`config.mk`:
```
export PLATFORM = sky130hd
export DESIGN_NAME = serial_rx_engine
export DESIGN_NICKNAME = d
export VERILOG_FILES = /design/src/rtl/serial_rx_pkg.sv /design/src/rtl/serial_rx_sync.sv /design/src/rtl/serial_rx_frame.sv /design/src/rtl/serial_rx_fifo.sv /design/src/rtl/serial_rx_engine.sv
export SDC_FILE = /design/constraint.sdc
export NUM_CORES = 1
export LEC_CHECK = 0
export ABC_AREA = 1
export ABC_CLOCK_PERIOD_IN_PS = 2650
export CORE_ASPECT_RATIO = 1.2
export CORE_MARGIN = 2
export CORE_UTILIZATION = 60
export CTS_CLUSTER_DIAMETER = 200
export DETAILED_ROUTE_END_ITERATION = 10
export MAX_ROUTING_LAYER = met4
export PLACE_DENSITY_LB_ADDON = 0.08
export SLEW_MARGIN = 0
export SYNTH_ARGS = -nofsm -noshare
export SYNTH_HDL_FRONTEND = slang
export SYNTH_SLANG_ARGS = --single-unit
```
`constraint.sdc`:
```
create_clock -name clk -period 2.65 [get_ports clk]
set_clock_uncertainty 0.05 [all_clocks]
set_input_delay 0.53 -clock clk [delete_from_list [all_inputs] [get_ports clk]]
set_output_delay 0.53 -clock clk [all_outputs]
set_load 0.02 [all_outputs]
```
`src/rtl/serial_rx_pkg.sv`:
```
// Shared types for the serial receive engine.
// Assumes an 8-bit character unless the parameter is overridden at each user.
package serial_rx_pkg;

    typedef enum logic [2:0] {
        RX_IDLE,
        RX_START,
        RX_DATA,
        RX_PAR,
        RX_STOP1,
        RX_STOP2
    } rx_state_t;

    localparam int CHAR_W = 8;

    typedef struct packed {
        logic [CHAR_W-1:0] data;
        logic              par_err;
        logic              stop_err;
        logic              all_zero;
    } frame_res_t;

endpackage

```
`src/rtl/serial_rx_sync.sv`:
```
// Line synchronizer: two flops bring the serial line into the clock domain,
// and a third flop, updated only on the oversampling strobe, finds falling edges.
// Assumes the line idles high; every flop resets to 1 so no false edge is seen.
module serial_rx_sync (
    input  logic clk,
    input  logic rst_n,
    input  logic tick,
    input  logic line_i,
    output logic line_o,
    output logic fall_o
);
    logic s1, s2, s_prev;

    // Two-flop synchronizer plus tick-rate history bit
    always_ff @(posedge clk) begin
        if (!rst_n) begin
            s1     <= 1'b1;
            s2     <= 1'b1;
            s_prev <= 1'b1;
        end else begin
            s1 <= line_i;
            s2 <= s1;
            if (tick) s_prev <= s2;
        end
    end

    assign line_o = s2;
    assign fall_o = s_prev & ~s2;
endmodule

```
`src/rtl/serial_rx_frame.sv`:
```
// Frame sequencer: confirms the start bit at mid-bit, samples data, parity and
// stop bits at their centres, and emits a one-cycle done pulse with the results.
// Assumes OSR ticks per bit (OSR even) and a synchronized line input.
module serial_rx_frame
    import serial_rx_pkg::*;
#(
    parameter int DATA_W = 8,
    parameter int OSR    = 16
) (
    input  logic       clk,
    input  logic       rst_n,
    input  logic       tick,
    input  logic       line,
    input  logic       fall,
    input  logic       block,
    input  logic       msb_first,
    input  logic       par_en,
    input  logic       par_odd,
    input  logic       two_stop,
    output logic       done,
    output frame_res_t res
);
    localparam int CNT_W = $clog2(OSR);
    localparam int BIT_W = $clog2(DATA_W);
    localparam logic [CNT_W-1:0] MID  = CNT_W'(OSR/2 - 1);
    localparam logic [CNT_W-1:0] LAST = CNT_W'(OSR - 1);
    localparam logic [BIT_W-1:0] TOP  = BIT_W'(DATA_W - 1);

    rx_state_t         state;
    logic [CNT_W-1:0]  cnt;
    logic [BIT_W-1:0]  bitn;
    logic [DATA_W-1:0] shreg;
    logic              par_bit;
    logic              any_one;

    // Frame state machine, advanced on oversampling strobes only
    always_ff @(posedge clk) begin
        if (!rst_n) begin
            state   <= RX_IDLE;
            cnt     <= '0;
            bitn    <= '0;
            shreg   <= '0;
            par_bit <= 1'b0;
            any_one <= 1'b0;
            done    <= 1'b0;
            res     <= '0;
        end else begin
            done <= 1'b0;
            if (tick) begin
                case (state)
                    RX_IDLE: begin
                        cnt <= '0;
                        if (fall && !block) state <= RX_START;
                    end
                    RX_START: begin
                        if (cnt == MID) begin
                            cnt     <= '0;
                            bitn    <= '0;
                            any_one <= 1'b0;
                            par_bit <= 1'b0;
                            state   <= line ? RX_IDLE : RX_DATA;
                        end else begin
                            cnt <= cnt + 1'b1;
                        end
                    end
                    RX_DATA: begin
                        if (cnt == LAST) begin
                            cnt <= '0;
                            if (msb_first) shreg <= {shreg[DATA_W-2:0], line};
                            else           shreg <= {line, shreg[DATA_W-1:1]};
                            any_one <= any_one | line;
                            if (bitn == TOP) state <= par_en ? RX_PAR : RX_STOP1;
                            else             bitn  <= bitn + 1'b1;
                        end else begin
                            cnt <= cnt + 1'b1;
                        end
                    end
                    RX_PAR: begin
                        if (cnt == LAST) begin
                            cnt     <= '0;
                            par_bit <= line;
                            any_one <= any_one | line;
                            state   <= RX_STOP1;
                        end else begin
                            cnt <= cnt + 1'b1;
                        end
                    end
                    RX_STOP1: begin
                        if (cnt == LAST) begin
                            cnt          <= '0;
                            done         <= 1'b1;
                            res.data     <= shreg;
                            res.stop_err <= ~line;
                            res.par_err  <= par_en & ((^shreg ^ par_bit) != par_odd);
                            res.all_zero <= ~any_one & ~line;
                            state        <= two_stop ? RX_STOP2 : RX_IDLE;
                        end else begin
                            cnt <= cnt + 1'b1;
                        end
                    end
                    RX_STOP2: begin
                        if (cnt == LAST) begin
                            cnt   <= '0;
                            state <= RX_IDLE;
                        end else begin
                            cnt <= cnt + 1'b1;
                        end
                    end
                    default: state <= RX_IDLE;
                endcase
            end
        end
    end
endmodule

```
`src/rtl/serial_rx_fifo.sv`:
```
// Receive queue: DEPTH entries with a show-ahead head and a level count.
// Assumes the writer never pushes when full; a pop on an empty queue is dropped.
module serial_rx_fifo #(
    parameter int DW    = 8,
    parameter int DEPTH = 16
) (
    input  logic                       clk,
    input  logic                       rst_n,
    input  logic                       wr,
    input  logic [DW-1:0]              wdata,
    input  logic                       rd,
    output logic [DW-1:0]              rdata,
    output logic [$clog2(DEPTH+1)-1:0] level,
    output logic                       full
);
    localparam int AW    = $clog2(DEPTH);
    localparam int LVL_W = $clog2(DEPTH + 1);
    localparam logic [AW-1:0]    LAST_A = AW'(DEPTH - 1);
    localparam logic [LVL_W-1:0] FULL_L = LVL_W'(DEPTH);

    logic [DW-1:0] mem [DEPTH];
    logic [AW-1:0] wp, rp;
    logic          do_rd;

    assign do_rd = rd && (level != '0);
    assign full  = (level == FULL_L);
    assign rdata = mem[rp];

    // Storage array, written without reset
    always_ff @(posedge clk) begin
        if (wr) mem[wp] <= wdata;
    end

    // Pointers and level bookkeeping
    always_ff @(posedge clk) begin
        if (!rst_n) begin
            wp    <= '0;
            rp    <= '0;
            level <= '0;
        end else begin
            if (wr)    wp <= (wp == LAST_A) ? '0 : wp + 1'b1;
            if (do_rd) rp <= (rp == LAST_A) ? '0 : rp + 1'b1;
            level <= level + LVL_W'(wr) - LVL_W'(do_rd);
        end
    end
endmodule

```
`src/rtl/serial_rx_engine.sv`:
```
// Top of the serial receive engine: runs the frame checks, keeps the sticky
// error flags, gates reception on overrun or halting errors, and forms the
// interrupt requests. Assumes os_tick pulses OSR times per bit period.
module serial_rx_engine
    import serial_rx_pkg::*;
#(
    parameter int DATA_W = 8,
    parameter int DEPTH  = 16,
    parameter int OSR    = 16,
    localparam int LVL_W = $clog2(DEPTH + 1)
) (
    input  logic              clk,
    input  logic              rst_n,
    input  logic              os_tick,
    input  logic              rxd_i,
    input  logic              cfg_msb_first,
    input  logic              cfg_par_en,
    input  logic              cfg_par_odd,
    input  logic              cfg_two_stop,
    input  logic              cfg_halt_on_err,
    input  logic              cfg_irq_en,
    input  logic [LVL_W-1:0]  cfg_trig,
    input  logic              rd_pop,
    input  logic              clr_ovr,
    input  logic              clr_par,
    input  logic              clr_frm,
    input  logic              clr_brk,
    output logic [DATA_W-1:0] rd_data,
    output logic [LVL_W-1:0]  rx_level,
    output logic              flag_ovr,
    output logic              flag_par,
    output logic              flag_frm,
    output logic              flag_brk,
    output logic              flag_rdy,
    output logic              irq_data,
    output logic              irq_err,
    output logic              irq_brk
);
    logic       line_s, fall_s, block, done, full, err_any;
    logic       set_ovr, set_par, set_frm, set_brk, wr_ok;
    frame_res_t res;

    serial_rx_sync u_sync (
        .clk    (clk),
        .rst_n  (rst_n),
        .tick   (os_tick),
        .line_i (rxd_i),
        .line_o (line_s),
        .fall_o (fall_s)
    );

    serial_rx_frame #(.DATA_W(DATA_W), .OSR(OSR)) u_frame (
        .clk       (clk),
        .rst_n     (rst_n),
        .tick      (os_tick),
        .line      (line_s),
        .fall      (fall_s),
        .block     (block),
        .msb_first (cfg_msb_first),
        .par_en    (cfg_par_en),
        .par_odd   (cfg_par_odd),
        .two_stop  (cfg_two_stop),
        .done      (done),
        .res       (res)
    );

    serial_rx_fifo #(.DW(DATA_W), .DEPTH(DEPTH)) u_fifo (
        .clk   (clk),
        .rst_n (rst_n),
        .wr    (wr_ok),
        .wdata (res.data),
        .rd    (rd_pop),
        .rdata (rd_data),
        .level (rx_level),
        .full  (full)
    );

    // Check chain at frame end: break, then stop, parity, room, break flag
    always_comb begin
        set_brk = done &  res.all_zero;
        set_frm = done & ~res.all_zero &  res.stop_err;
        set_par = done & ~res.all_zero & ~res.stop_err & res.par_err;
        set_ovr = done & ~res.all_zero & ~res.stop_err & ~res.par_err & full;
        wr_ok   = done & ~res.all_zero & ~res.stop_err & ~res.par_err & ~full & ~flag_brk;
    end

    // Sticky flags: a set event outranks its clear strobe
    always_ff @(posedge clk) begin
        if (!rst_n) begin
            flag_ovr <= 1'b0;
            flag_par <= 1'b0;
            flag_frm <= 1'b0;
            flag_brk <= 1'b0;
        end else begin
            flag_ovr <= set_ovr | (flag_ovr & ~clr_ovr);
            flag_par <= set_par | (flag_par & ~clr_par);
            flag_frm <= set_frm | (flag_frm & ~clr_frm);
            flag_brk <= set_brk | (flag_brk & ~clr_brk);
        end
    end

    // Reception gating and status/interrupt outputs
    always_comb begin
        err_any  = flag_ovr | flag_par | flag_frm;
        block    = flag_ovr | (cfg_halt_on_err & (flag_par | flag_frm));
        flag_rdy = (rx_level != '0) && (rx_level >= cfg_trig) && !err_any;
        irq_data = cfg_irq_en & flag_rdy;
        irq_err  = cfg_irq_en & err_any;
        irq_brk  = cfg_irq_en & flag_brk;
    end
endmodule

```
==> results.cfg <==
[global_routing]
vias_in_the_first_global_route = 5595
grt_antenna_before_repair = 0
grtUsageMet3 = 0.0485
grt_use_total = 0.264
globalRouteMet1Util = 0.304
wire_length_of_the_first_global_routing_pass_mm = 27.3
grt_start_max_net_pins = 41
grt_overflow_total = 0
grt_use_met2 = 0.453
grt-busiest-layer = met2

[yosys]
ys_seq_area_frac = 0.624
synth_flop_cell = sky130_fd_sc_hd__edfxtp_1
synth_largest_area_cell = sky130_fd_sc_hd__edfxtp_1
postSynthRegisterBits = 184
synth-edff-count = 128
yosys_warnings = 0
postSynthAreaPerCell_um2 = 10.3
mappedNetlistArea_um2 = 7950
net_count_after_synthesis = 811
synth.distinct_cells = 40
synth_area_leaders = sky130_fd_sc_hd__edfxtp_1 48%, sky130_fd_sc_hd__dfxtp_1 14%, sky130_fd_sc_hd__o21ai_0 6.3%
synthArstFlopShare = 0
synth_top_area_frac = 0.483
synthCells = 772

[pwr]
ir_worst_vdd_v = 0.000554
leakage_dissipation_nw = 3.12
total_power_mw = 7.44
power.density_cell_area_nw_per_um2 = 795

[worst_setup_path]
startpoint_type = flop
criticalPathCategory = flop to output pin
r2r_slack_ns = 0.23
critPathCaptureType = output pin
worstPathMaxFanout = 40
cp_slowest_stage_delay_ns = 0.38
arrival_ns = 2.02
worstPathCellList = inv_2, buf_12, o21ai_0, o22ai_1, o211ai_1, nand2_1, clkdlybuf4s15_1
slowest_stage = sky130_fd_sc_hd__dfxtp_4
cp_data_required_time_ns = 2.07

[layout]
final-seq-area_um2 = 4970
final_util = 0.716
finish.instance_area_um2 = 9360
ant_diodes = 0
multi_input_comb_area_um2 = 2690
layout-area-overhead-vs-synth_pct = 17.6
fillerInstances = 935
final_nets = 875
fraction_of_final_layout_cells_sized_beyond_drive_strength_1 = 0.143

[place]
gp_routability_congestion = 0.934
detailed_place.area_um2 = 8700
dp.final_hpwl_mm = 11.5
number_of_buffers_added_on_ports = 40

[route]
drt-pass1-iter-count = 4
drt-vias-per-instance = 5.71
wl_per_cell_um = 16.9
remaining_drcs = 0
postRouteWirelength_mm = 17.2
routed-via-count = 5809
ant_nets = 0
detail_route.iter0.violations = 391

[cts]
clock_insertion_delay_worst_skew_ns = 0.43
cts.path.max_buffers = 2
cts.sink_count = 184
cts_tree = done
cts_root_buf = sky130_fd_sc_hd__clkbuf_16
htree_levels = 4
clock_buffers_created_by_tritoncts = 17
worst_setup_hold_path_clk_slew_ns = 0.07

[timing]
worst_slew_margin_relative_to_its_limit = 0.538
final_min_period_over_clock_period = 0.979
timing.final.setup_violations = 0
achievable-frequency_ghz = 0.385
worstMarginPinSlew_ns = 0.692
unrepaired_setup_endpoints_after_global_routing = true
final_max_slew_viol_count = 0
finalHoldViolations = 0
minimum_period_implied_by_the_final_worst_setup_slack_ns = 2.60
timing.hold.ws_ns = 0.370
setup_tns_ns = 0

[die]
initial_core_util = 0.609
fp.dieW_um = 109
floorplan.die_area_um2 = 14200
core_region_area_um2 = 13100
ioPinCount = 41
placement_rows = 46
die_h_um = 130

[hold_path]
timing.hold.worst.class = flop to flop

[run]
maxCapViolCount = 0

[outcome]
status = finished, final reports clean
[stage by stage]
stage	std cells	setup WS, ns
3_3_place_gp	981	-0.379
5_1_grt	1017	-0.0184
6_report	1017	0.0545
3_5_place_dp	981	-0.425
2_1_floorplan	772	0.149
4_1_cts	1014	0.000929
[cells in the final DEF, fill, tap and decap left out, types with 5 or more instances in the layout]
master and instances:
sky130_fd_sc_hd__ha_1 14, sky130_fd_sc_hd__clkinvlp_4 5, sky130_fd_sc_hd__clkdlybuf4s50_1 26, sky130_fd_sc_hd__nand3_1 26, sky130_fd_sc_hd__edfxtp_1 128, sky130_fd_sc_hd__xor2_1 5
sky130_fd_sc_hd__dfxtp_1 52, sky130_fd_sc_hd__a21oi_2 5, sky130_fd_sc_hd__inv_2 8, sky130_fd_sc_hd__o22ai_1 5, sky130_fd_sc_hd__nand2_2 5, sky130_fd_sc_hd__buf_4 32
sky130_fd_sc_hd__inv_1 57, sky130_fd_sc_hd__o21ai_1 11, sky130_fd_sc_hd__nor2_1 120, sky130_fd_sc_hd__o211ai_1 9, sky130_fd_sc_hd__o221ai_1 24, sky130_fd_sc_hd__nand2_1 89
sky130_fd_sc_hd__a21oi_1 41, sky130_fd_sc_hd__clkbuf_16 17, sky130_fd_sc_hd__o21ai_0 92
[where the power goes]
part	leakage (nW)	switching [mW]	internal [mW]
clock	0.246	1.02	1.28
sequential	1.34	0.136	3.14
combinational	1.54	1.14	0.723
[timing repair]
item | in CTS | in global routing
hold buffers | 0 | 0
pin swaps | 5 | 11
resized for setup | 34 | 36
endpoints found under the setup margin | 10 | 11
setup buffers | 1 | 3
[layer usage]
metal | up-vias | wire length [um]
met3 | 36 | 910
li1 | 2837 | -
met2 | 180 | 9030
met5 | - | 0
met1 | 2756 | 6820
met4 | 0 | 418
[area by class of cell]
class                      instances  area share
clock buffer                      19      0.0463
clock inverter                    13      0.0112
inverter                          66      0.0266
multi-input combinational        490       0.288
sequential                       184       0.531
tap                              168      0.0225
timing repair buffer              77      0.0742
[synthesized netlist by cell type (6+ instances only)]
master,n
sky130_fd_sc_hd__edfxtp_1,128
sky130_fd_sc_hd__nor2_1,121
sky130_fd_sc_hd__o21ai_0,100
sky130_fd_sc_hd__nand2_1,90
sky130_fd_sc_hd__inv_1,60
sky130_fd_sc_hd__dfxtp_1,56
sky130_fd_sc_hd__a21oi_1,44
sky130_fd_sc_hd__o221ai_1,27
sky130_fd_sc_hd__nand3_1,26
sky130_fd_sc_hd__clkbuf_1,24
sky130_fd_sc_hd__ha_1,18
sky130_fd_sc_hd__o211ai_1,9
sky130_fd_sc_hd__o22ai_1,6
[worst max-delay path, delay by kind of cell (launching register included)]
family,cells,cell delay [ns]
flip-flops,1,0.38
buffers and inverters,3,0.52
AND/OR/NAND/NOR,1,0.11
AO/OA/AOI/OAI,3,0.56
[worst paths after layout]
kind                                        end       startpoint  cells past startpoint
worst max register to register  u_fifo.level[4]  u_fifo.level[2]                     13
worst max-delay path                 rd_data[7]             flop                      7
worst min-delay path              u_sync.line_o        u_sync.s1                      1
worst min register to register    u_sync.line_o        u_sync.s1                      1
[flip-flops by register name (all words and copies together), names as in the netlist, 3 cells and up, named ones only]
register       flops
u_fifo.mem       128
u_frame.res       11
u_frame.shreg      8
u_fifo.level       5
u_fifo.rp          4
u_fifo.wp          4
u_frame.cnt        4
u_frame.bitn       3
u_frame.state      3
[cells by family after synthesis]
group / share of synthesized area
XOR/XNOR: 0.00881
AND/OR/NAND/NOR: 0.139
buffers and inverters: 0.0491
AO/OA/AOI/OAI: 0.148
adder cells (fa/ha/maj): 0.0308
flip-flops: 0.624
Power figures use the tool's default switching activity.
